--- config.mk ---
export PLATFORM = sky130hd
export DESIGN_NAME = zp_stack_engine
export DESIGN_NICKNAME = d
export VERILOG_FILES = /design/src/rtl/zp_stk_pkg.sv /design/src/rtl/zp_stk_seq.sv /design/src/rtl/zp_stk_dp.sv /design/src/rtl/zp_stack_engine.sv
export SDC_FILE = /design/constraint.sdc
export NUM_CORES = 1
export LEC_CHECK = 0
export BUFFER_PORTS_ARGS = -buffer_cell sky130_fd_sc_hd__buf_4
export CORE_MARGIN = 2
export CORE_UTILIZATION = 25
export DETAILED_ROUTE_END_ITERATION = 16
export PLACE_DENSITY_LB_ADDON = 0.08
export REMOVE_ABC_BUFFERS = 1
export SLEW_MARGIN = 20
export SYNTH_ARGS = -nofsm -noshare
export SYNTH_HDL_FRONTEND = slang
export SYNTH_SLANG_ARGS = --single-unit
--- constraint.sdc ---
create_clock -name clk -period 2 [get_ports clk]
set_input_delay 0.4 -clock clk [delete_from_list [all_inputs] [get_ports clk]]
set_output_delay 0.4 -clock clk [all_outputs]
set_load 0.02 [all_outputs]
--- src/rtl/zp_stk_pkg.sv ---
package zp_stk_pkg;
  typedef enum logic [2:0] {
    OP_PUSH1  = 3'd0,
    OP_PULL1  = 3'd1,
    OP_PUSH2  = 3'd2,
    OP_PULL2  = 3'd3,
    OP_PUSHPC = 3'd4
  } stk_op_e;

  typedef enum logic [2:0] {
    ST_IDLE = 3'd0,
    ST_FLO  = 3'd1,
    ST_FHI  = 3'd2,
    ST_CAP  = 3'd3,
    ST_XFER = 3'd4,
    ST_WLO  = 3'd5,
    ST_WHI  = 3'd6
  } stk_st_e;
endpackage

--- src/rtl/zp_stk_seq.sv ---
module zp_stk_seq
  import zp_stk_pkg::*;
(
  input  logic       clk,
  input  logic       rst_n,
  input  logic       cmd_valid,
  input  logic [2:0] cmd_op,
  output stk_st_e    state,
  output logic       accept,
  output logic       is_push,
  output logic       wide,
  output logic       cnt,
  output logic       done
);
  stk_st_e    state_q, state_d;
  logic [2:0] op_q, op_d;
  logic       cnt_q, cnt_d;
  logic       done_q, done_d;

  assign accept  = (state_q == ST_IDLE) && cmd_valid && (cmd_op <= OP_PUSHPC);
  assign is_push = ~op_q[0];
  assign wide    = op_q[2] | op_q[1];

  always_comb begin
    state_d = state_q;
    op_d    = accept ? cmd_op : op_q;
    cnt_d   = cnt_q;
    done_d  = (state_q == ST_WHI);
    case (state_q)
      ST_IDLE: if (accept) state_d = ST_FLO;
      ST_FLO:  state_d = ST_FHI;
      ST_FHI:  state_d = ST_CAP;
      ST_CAP: begin
        state_d = ST_XFER;
        cnt_d   = wide;
      end
      ST_XFER: begin
        if (cnt_q) cnt_d = 1'b0;
        else       state_d = ST_WLO;
      end
      ST_WLO:  state_d = ST_WHI;
      ST_WHI:  state_d = ST_IDLE;
      default: state_d = ST_IDLE;
    endcase
  end

  always_ff @(posedge clk or negedge rst_n) begin
    if (!rst_n) begin
      state_q <= ST_IDLE;
      op_q    <= 3'd0;
      cnt_q   <= 1'b0;
      done_q  <= 1'b0;
    end else begin
      state_q <= state_d;
      op_q    <= op_d;
      cnt_q   <= cnt_d;
      done_q  <= done_d;
    end
  end

  assign state = state_q;
  assign cnt   = cnt_q;
  assign done  = done_q;
endmodule

--- src/rtl/zp_stk_dp.sv ---
module zp_stk_dp
  import zp_stk_pkg::*;
#(
  parameter int PTR_W = 16,
  parameter int SEL_W = 8
) (
  input  logic             clk,
  input  logic             rst_n,
  input  stk_st_e          state,
  input  logic             accept,
  input  logic             rel_sel,
  input  logic             is_push,
  input  logic             wide,
  input  logic             cnt,
  input  logic [SEL_W-1:0] zp_sel,
  input  logic [PTR_W-1:0] wr_data,
  input  logic [PTR_W-1:0] pc,
  input  logic [PTR_W-1:0] pc_offset,
  input  logic [7:0]       mem_rdata,
  output logic [PTR_W-1:0] mem_addr,
  output logic             mem_we,
  output logic             mem_re,
  output logic [7:0]       mem_wdata,
  output logic [PTR_W-1:0] rd_data
);
  localparam int HI_W = PTR_W - 8;

  logic [SEL_W-1:0] sel_q, sel_d;
  logic [PTR_W-1:0] val_q, val_d;
  logic [PTR_W-1:0] ptr_q, ptr_d;
  logic [PTR_W-1:0] res_q, res_d;
  logic             rdp_q, rdp_d;
  logic             rdi_q, rdi_d;
  logic [SEL_W-1:0] sel_hi;
  logic [PTR_W-1:0] ptr_up;

  assign sel_hi = sel_q + SEL_W'(1);
  assign ptr_up = ptr_q + PTR_W'(1);

  always_comb begin
    sel_d     = accept ? zp_sel : sel_q;
    val_d     = val_q;
    ptr_d     = ptr_q;
    res_d     = res_q;
    rdp_d     = 1'b0;
    rdi_d     = rdi_q;
    mem_addr  = '0;
    mem_we    = 1'b0;
    mem_re    = 1'b0;
    mem_wdata = 8'h00;
    if (accept) begin
      val_d = rel_sel ? (pc + pc_offset) : wr_data;
      res_d = '0;
    end
    if (rdp_q) begin
      if (rdi_q) res_d[15:8] = mem_rdata;
      else       res_d[7:0]  = mem_rdata;
    end
    case (state)
      ST_FLO: begin
        mem_re   = 1'b1;
        mem_addr = PTR_W'(sel_q);
      end
      ST_FHI: begin
        mem_re          = 1'b1;
        mem_addr        = PTR_W'(sel_hi);
        ptr_d[7:0]      = mem_rdata;
      end
      ST_CAP: ptr_d[PTR_W-1:8] = HI_W'(mem_rdata);
      ST_XFER: begin
        if (is_push) begin
          mem_we    = 1'b1;
          mem_addr  = ptr_q;
          mem_wdata = cnt ? val_q[15:8] : val_q[7:0];
          ptr_d     = ptr_q - PTR_W'(1);
        end else begin
          mem_re   = 1'b1;
          mem_addr = ptr_up;
          ptr_d    = ptr_up;
          rdp_d    = 1'b1;
          rdi_d    = wide & ~cnt;
        end
      end
      ST_WLO: begin
        mem_we    = 1'b1;
        mem_addr  = PTR_W'(sel_q);
        mem_wdata = ptr_q[7:0];
      end
      ST_WHI: begin
        mem_we    = 1'b1;
        mem_addr  = PTR_W'(sel_hi);
        mem_wdata = 8'(ptr_q[PTR_W-1:8]);
      end
      default: ;
    endcase
  end

  always_ff @(posedge clk or negedge rst_n) begin
    if (!rst_n) begin
      sel_q <= '0;
      val_q <= '0;
      ptr_q <= '0;
      res_q <= '0;
      rdp_q <= 1'b0;
      rdi_q <= 1'b0;
    end else begin
      sel_q <= sel_d;
      val_q <= val_d;
      ptr_q <= ptr_d;
      res_q <= res_d;
      rdp_q <= rdp_d;
      rdi_q <= rdi_d;
    end
  end

  assign rd_data = res_q;
endmodule

--- src/rtl/zp_stack_engine.sv ---
module zp_stack_engine
  import zp_stk_pkg::*;
#(
  parameter int PTR_W = 16,
  parameter int SEL_W = 8
) (
  input  logic             clk,
  input  logic             rst_n,
  input  logic             cmd_valid,
  input  logic [2:0]       cmd_op,
  input  logic [SEL_W-1:0] zp_sel,
  input  logic [PTR_W-1:0] wr_data,
  input  logic [PTR_W-1:0] pc,
  input  logic [PTR_W-1:0] pc_offset,
  output logic             busy,
  output logic             done,
  output logic [PTR_W-1:0] rd_data,
  output logic [PTR_W-1:0] mem_addr,
  output logic             mem_we,
  output logic             mem_re,
  output logic [7:0]       mem_wdata,
  input  logic [7:0]       mem_rdata
);
  stk_st_e state;
  logic    accept, is_push, wide, cnt;

  zp_stk_seq u_seq (
    .clk       (clk),
    .rst_n     (rst_n),
    .cmd_valid (cmd_valid),
    .cmd_op    (cmd_op),
    .state     (state),
    .accept    (accept),
    .is_push   (is_push),
    .wide      (wide),
    .cnt       (cnt),
    .done      (done)
  );

  zp_stk_dp #(.PTR_W(PTR_W), .SEL_W(SEL_W)) u_dp (
    .clk       (clk),
    .rst_n     (rst_n),
    .state     (state),
    .accept    (accept),
    .rel_sel   (cmd_op == OP_PUSHPC),
    .is_push   (is_push),
    .wide      (wide),
    .cnt       (cnt),
    .zp_sel    (zp_sel),
    .wr_data   (wr_data),
    .pc        (pc),
    .pc_offset (pc_offset),
    .mem_rdata (mem_rdata),
    .mem_addr  (mem_addr),
    .mem_we    (mem_we),
    .mem_re    (mem_re),
    .mem_wdata (mem_wdata),
    .rd_data   (rd_data)
  );

  assign busy = (state != ST_IDLE);
endmodule

Word level (Yosys, flattened, before mapping)
Cells that the tools add are included.
{"block": "word_totals", "output_inout_bits": 44, "latchBits": 0, "ff_bits": 66, "mem_bits_rw": 0, "romBits": 0, "inputBits": 70, "mem_count": 0, "wordCells": 62}
{"block": "op_classes", "shifts": 0, "mux": 22, "reduce_logical": 12, "mul": 0, "bitwise": 3, "n_lt_le_gt_ge": 1, "addsub": 4, "n_div": 0, "eq_ne": 9}
{"cell": "16-bit two-way mux", "n": 5}
{"cell": "16-bit case mux with 3 select lines", "n": 1}
{"cell": "8-bit two-way mux", "n": 4}
{"cell": "8-bit case mux with 2 select lines", "n": 2}
{"cell": "8-bit case mux with 3 select lines", "n": 1}
{"cell": "3-bit case mux with 6 select lines", "n": 1}
{"cell": "16-bit by 1-bit adder with 16-bit output (second input constant)", "n": 1}
{"cell": "16-bit adder", "n": 1}
{"cell": "16-bit by 1-bit subtractor with 16-bit output (second input constant)", "n": 1}
{"cell": "3-bit == test (second input constant)", "n": 4}
{"cell": "8-bit by 1-bit adder with 8-bit output (second input constant)", "n": 1}
{"cell": "2-bit OR reduction", "n": 4}
{"cell": "3-bit by 2-bit == test with 1-bit output (second input constant)", "n": 2}
{"cell": "3-bit two-way mux", "n": 2}
{"cell": "1-bit case mux with 2 select lines", "n": 3}
{"cell": "2-bit AND reduction", "n": 2}
{"cell": "2-bit nonzero test", "n": 2}
{"cell": "3-bit by 1-bit == test with 1-bit output (second input constant)", "n": 1}
{"cell": "3-bit less-or-equal comparator (second input constant)", "n": 1}
{"cell": "3-bit logical NOT", "n": 1}
{"cell": "1-bit two-way mux", "n": 3}
{"cell": "3-bit nonzero test", "n": 1}
{"cell": "1-bit logical AND", "n": 2}
{"cell": "2-bit by 1-bit != test with 1-bit output (second input constant)", "n": 1}
{"cell": "other kinds (4)", "n": 4}

Depth between registers and ports, before layout
{"block": "logic_depth", "depth_word": 6, "mapped_depth": 9, "mapped_depth_nobuf": 8}

Cells and area by module
A second synthesis with hierarchy kept.
{"block": "unflattened", "cells_unflattened": 609, "area_unflattened_um2": 4972.3}
{"module": "zp_stk_dp", "seq_area_each_um2": 1451.4, "instances": 1, "cells_each": 574, "area_per_inst_um2": 4574.4}
{"module": "zp_stk_seq", "seq_area_each_um2": 200.2, "instances": 1, "cells_each": 33, "area_per_inst_um2": 384.1}
{"module": "zp_stack_engine", "seq_area_each_um2": 0.0, "instances": 1, "cells_each": 2, "area_per_inst_um2": 13.8}

Least setup slack after synthesis
OpenSTA, ideal clock, no wires.
{"block": "synth_path", "path_kind": "in2reg", "start": "input port pc[0]", "end": "register u_dp.val_q[14]", "arrival_time_ns": 2.253, "path_buffers": 0, "path_stages": 8, "setup_time_ns": 0.128, "path_slack_ns": -0.381, "path_cell_list": "ha_1 -> fa_1 -> a21o_1 -> a221oi_2 -> o21ai_0 -> a311oi_1 -> xor2_1 -> o22ai_1"}
{"block": "synth_between", "elab_chain_len": 2}
{"element": "start, declared", "line": "zp_stack_engine.sv:13", "source": "input logic [PTR_W-1:0] pc,"}
{"element": "16-bit adder", "line": "zp_stk_dp.sv:52", "source": "val_d = rel_sel ? (pc + pc_offset) : wr_data;"}
{"element": "16-bit two-way mux", "line": "zp_stk_dp.sv:52"}
{"element": "end signal, assigned", "line": "zp_stk_dp.sv:108", "source": "val_q <= val_d;"}
{"element": "end, declared", "line": "zp_stk_dp.sv:29", "source": "logic [PTR_W-1:0] val_q, val_d;"}
No other way between the ends.
A chain may end at the register's enable or synchronous reset.

Worst setup path in the final report
{"block": "layout_path", "start": "register u_dp.ptr_q[0]", "end": "output port mem_addr[14]"}
{"block": "layout_between", "elab_chain_len": 3}
{"element": "start, declared", "line": "zp_stk_dp.sv:30", "source": "logic [PTR_W-1:0] ptr_q, ptr_d;"}
{"element": "start signal, assigned", "line": "zp_stk_dp.sv:109", "source": "ptr_q <= ptr_d;"}
{"element": "16-bit by 1-bit adder with 16-bit output", "line": "zp_stk_dp.sv:38", "source": "assign ptr_up = ptr_q + PTR_W'(1);"}
{"element": "16-bit two-way mux", "line": "zp_stk_dp.sv:71", "source": "if (is_push) begin"}
{"element": "16-bit case mux with 3 select lines", "line": "zp_stk_dp.sv:59", "source": "case (state)"}
{"element": "end, declared", "line": "zp_stack_engine.sv:18", "source": "output logic [PTR_W-1:0] mem_addr,"}
No other way between the ends.

==> qor.txt <==
Die area -> 20,910 um2
Final core utilization -> 43.05%
# placed instances -> 1,078
Clock tree from TritonCTS -> done
Slew Viols, Final -> 0
Yosys top cell by area -> dfrtp_1
Final instance area -> 8378 um2
N_diodes -> 0
Crit path launch type -> flop
M1 wire length -> 8.738 mm
Clock Skews -> 0.007029 ns
CTS clk-pin slew, worst paths -> 0.05 ns
Leak -> 3.851 nW
Core Area -> 19,460 um2
Worst hold slack -> 0.005366 ns
Post-synth EDFFs -> 0
Mapped Cells -> 620
GR Overflow Total -> 0
Final net count -> 957
Final Hold Vio Count -> 0
GRT Total Usage -> 18.40%
Clk buf depth -> 2
Relative slew slack -> 64.95%
First-pass GRT wire length -> 29.50 mm
Setup Viol. Count Final -> 30
Failing checks -> setup timing
DP HPWL -> 14.18 mm
Post-Layout Cell Count -> 1,131
# IOs -> 114
Largest net degree at the start of global routing -> 36
DRC Markers -> 0
Hold/Removal Path Class -> input port to async pin
Max IR drop VDD -> 0.4111 mV
CTS Hold Bufs -> 0
Initial drt markers -> 245
Area Overhead vs Synth -> 69.52%
Root buffer cell -> clkbuf_16
Num rows -> 51
Initial Util -> 25.39%
Via density -> 4.852
I/O Buffers -> 113
Max layer used -> met4
Vias -> 5,488
Register area -> 1654 um2
Overall die height -> 144.6 um
WL met2 -> 9.232 mm
Post-synth top area share -> 33.42%
Syn Area/Cell -> 7.971 um2
Final wirelength -> 19.41 mm
Area after DPL -> 6844 um2
Antenna Nets Post-Route -> 0
Critical path required time -> 1.60 ns
Outcome -> finished with violations
Initial antenna violation count -> 0
Synth Cell Area -> 4942 um2
Worst setup margin -> -0.4173 ns
RSZ-0062 raised after global routing -> yes
Synth cell types -> 66
Per-cell routed wire length -> 17.16 um
Max-cap viol count -> 0
Max Fclk -> 413.7 MHz
YS warnings -> 0
Area of the multi-input gates -> 3712 um2
Fin crit period -> 2.417 ns
Max FO, Critical Path -> 2
Power per cell area -> 1419 nW/um2
Router iterations before antenna repair -> 4
CTS buffer count -> 9
Met3 WL post-DR -> 999 um
Critical path class -> flop to output pin
Worst-margin pin slew -> 0.5258 ns
Vias in the first global route -> 5,496
Die X -> 144.6 um
Routability cong. -> 0.8772
Seq/Total Area, Yosys -> 33.42%
Setup WS pre-CTS -> -0.5536 ns
Dominant cells by area after synthesis -> dfrtp_1 33%, nand2_1 9.3%, o21ai_0 6.6%
Layout cell share with drive strength beyond 1 -> 45.38%
Asr flop ratio synth -> 100.0%
Crit path capture type -> output pin
CP arrival -> 2.02 ns
Post-synth top flop -> dfrtp_1
Filler cell count -> 1,967
Clock sink count -> 66
Period utilization -> 120.9%
Clock Latency Late Sink -> 0.34 ns
Yosys reg bits -> 66
Deepest level of the CTS H-tree -> 3
cell type report:
class / count / area share [%]
Tap cell: 265 / 3.958
Multi-Input combinational cell: 504 / 44.31
Clock inverter: 3 / 0.4779
Clock buffer: 12 / 2.942
Sequential cell: 66 / 19.74
Timing Repair Buffer: 270 / 28.02
Inverter: 11 / 0.5526
state kept, by name, summed over array words and instances (netlist names):
signal,cells
u_dp.ptr_q,16
u_dp.rd_data,16
u_dp.rdi_q,1
u_dp.rdp_q,1
u_dp.sel_q,8
u_dp.val_q,16
u_seq.cnt,1
u_seq.done,1
u_seq.op_q,3
u_seq.state,3
cells in the final DEF (no fill, tap or decap), types with 12 or more instances in the layout:
cell,instances
nor2_1,33
o21ai_0,44
dfrtp_1,64
ha_1,16
buf_6,50
xnor2_1,18
a21oi_1,32
xor2_1,13
nand3_1,25
nand2_2,14
nand2_1,103
and3_1,12
buf_4,210
report_power, final:
group / internal, mW / switching, mW
combinational: 3.78 / 4.11
clock: 0.988 / 0.583
sequential: 1.94 / 0.486
logic make-up (layout without fill, tap and decap cells):
logic type                 after synthesis  count (layout)  share of synthesized area (%)
buffers and inverters                   50             296                          5.367
DFF                                     66              66                          33.42
xor gates and xnor gates                36              36                          6.380
AOI/OAI and AO/OA                      170             170                          21.42
adders and majority gates               25              25                          6.481
muxes                                   13              13                          2.658
and+or+nand+nor                        260             260                          24.28
layer usage:
| layer | track usage [%] | vias up |
|---|---|---|
| met4 | 5.672 | 0 |
| met1 | 23.81 | 2659 |
| met3 | 3.808 | 29 |
| li1 | - | 2684 |
| met5 | 0 | - |
| met2 | 30.83 | 116 |
per-stage QoR:
| step | TNS [ns] | power, mW |
|---|---|---|
| after floorplan | -18.44 | 5.416 |
| after global placement | -4.432 | 8.268 |
| after detailed placement | -4.874 | 8.316 |
| after CTS | -6.643 | 11.27 |
| after global routing | -9.498 | 12.71 |
| final | -6.638 | 11.89 |
synthesized netlist by cell type, drive strengths merged (2+ instances only):
cell type and count:
and2 5, nand4 4, nand2 123, o211ai 8, a221o 2, or3 3, o21a 2, o21ai 67
a211oi 3, o22ai 7, ha 24, buf 7, nor2 44, nand2b 5, a22oi 8, clkbuf 32
a21o 7, nor4 5, and4 2, xnor2 21, a21boi 2, nor2b 3, dfrtp 66, a22o 11
xor2 15, a21oi 36, inv 11, o22a 2, nor3b 2, a221oi 2, nand3 30, mux2i 12
a31oi 4, nor3 14, and3 15
critical path: stages, from the launching register on:
cell and delay, ns:
dfrtp_1 0.40, ha_4 0.16, nand4_1 0.14, buf_6 0.18, nor4_4 0.26, xnor2_1 0.15
nor2_1 0.08, a21o_1 0.17, buf_6 0.13
path summary, 6_finish.rpt:
| path | start | to | slack (ns) | depth (start not counted) |
|---|---|---|---|---|
| max | u_dp.ptr_q[0] | mem_addr[14] | -0.42 | 8 |
| min | rst_n | u_dp.rd_data[15] | 0.005 | 1 |
| max reg2reg | u_dp.ptr_q[6] | u_dp.ptr_q[15] | -0.22 | 7 |
| min reg2reg | u_dp.val_q[4] | u_dp.val_q[4] | 0.47 | 2 |
| max in group asynchronous | rst_n | u_dp.sel_q[3] | 1.46 | 2 |
| min in group clk | zp_sel[5] | u_dp.sel_q[5] | 0.25 | 3 |
repair_timing:
action                     4_1_cts  5_1_grt
pin swaps                       62       42
setup endpoints to repair       37       48
gates cloned                     1        2
buffers inserted                28       18
gates resized for setup        150       72
Note: power is estimated with default switching activity, not from simulation.
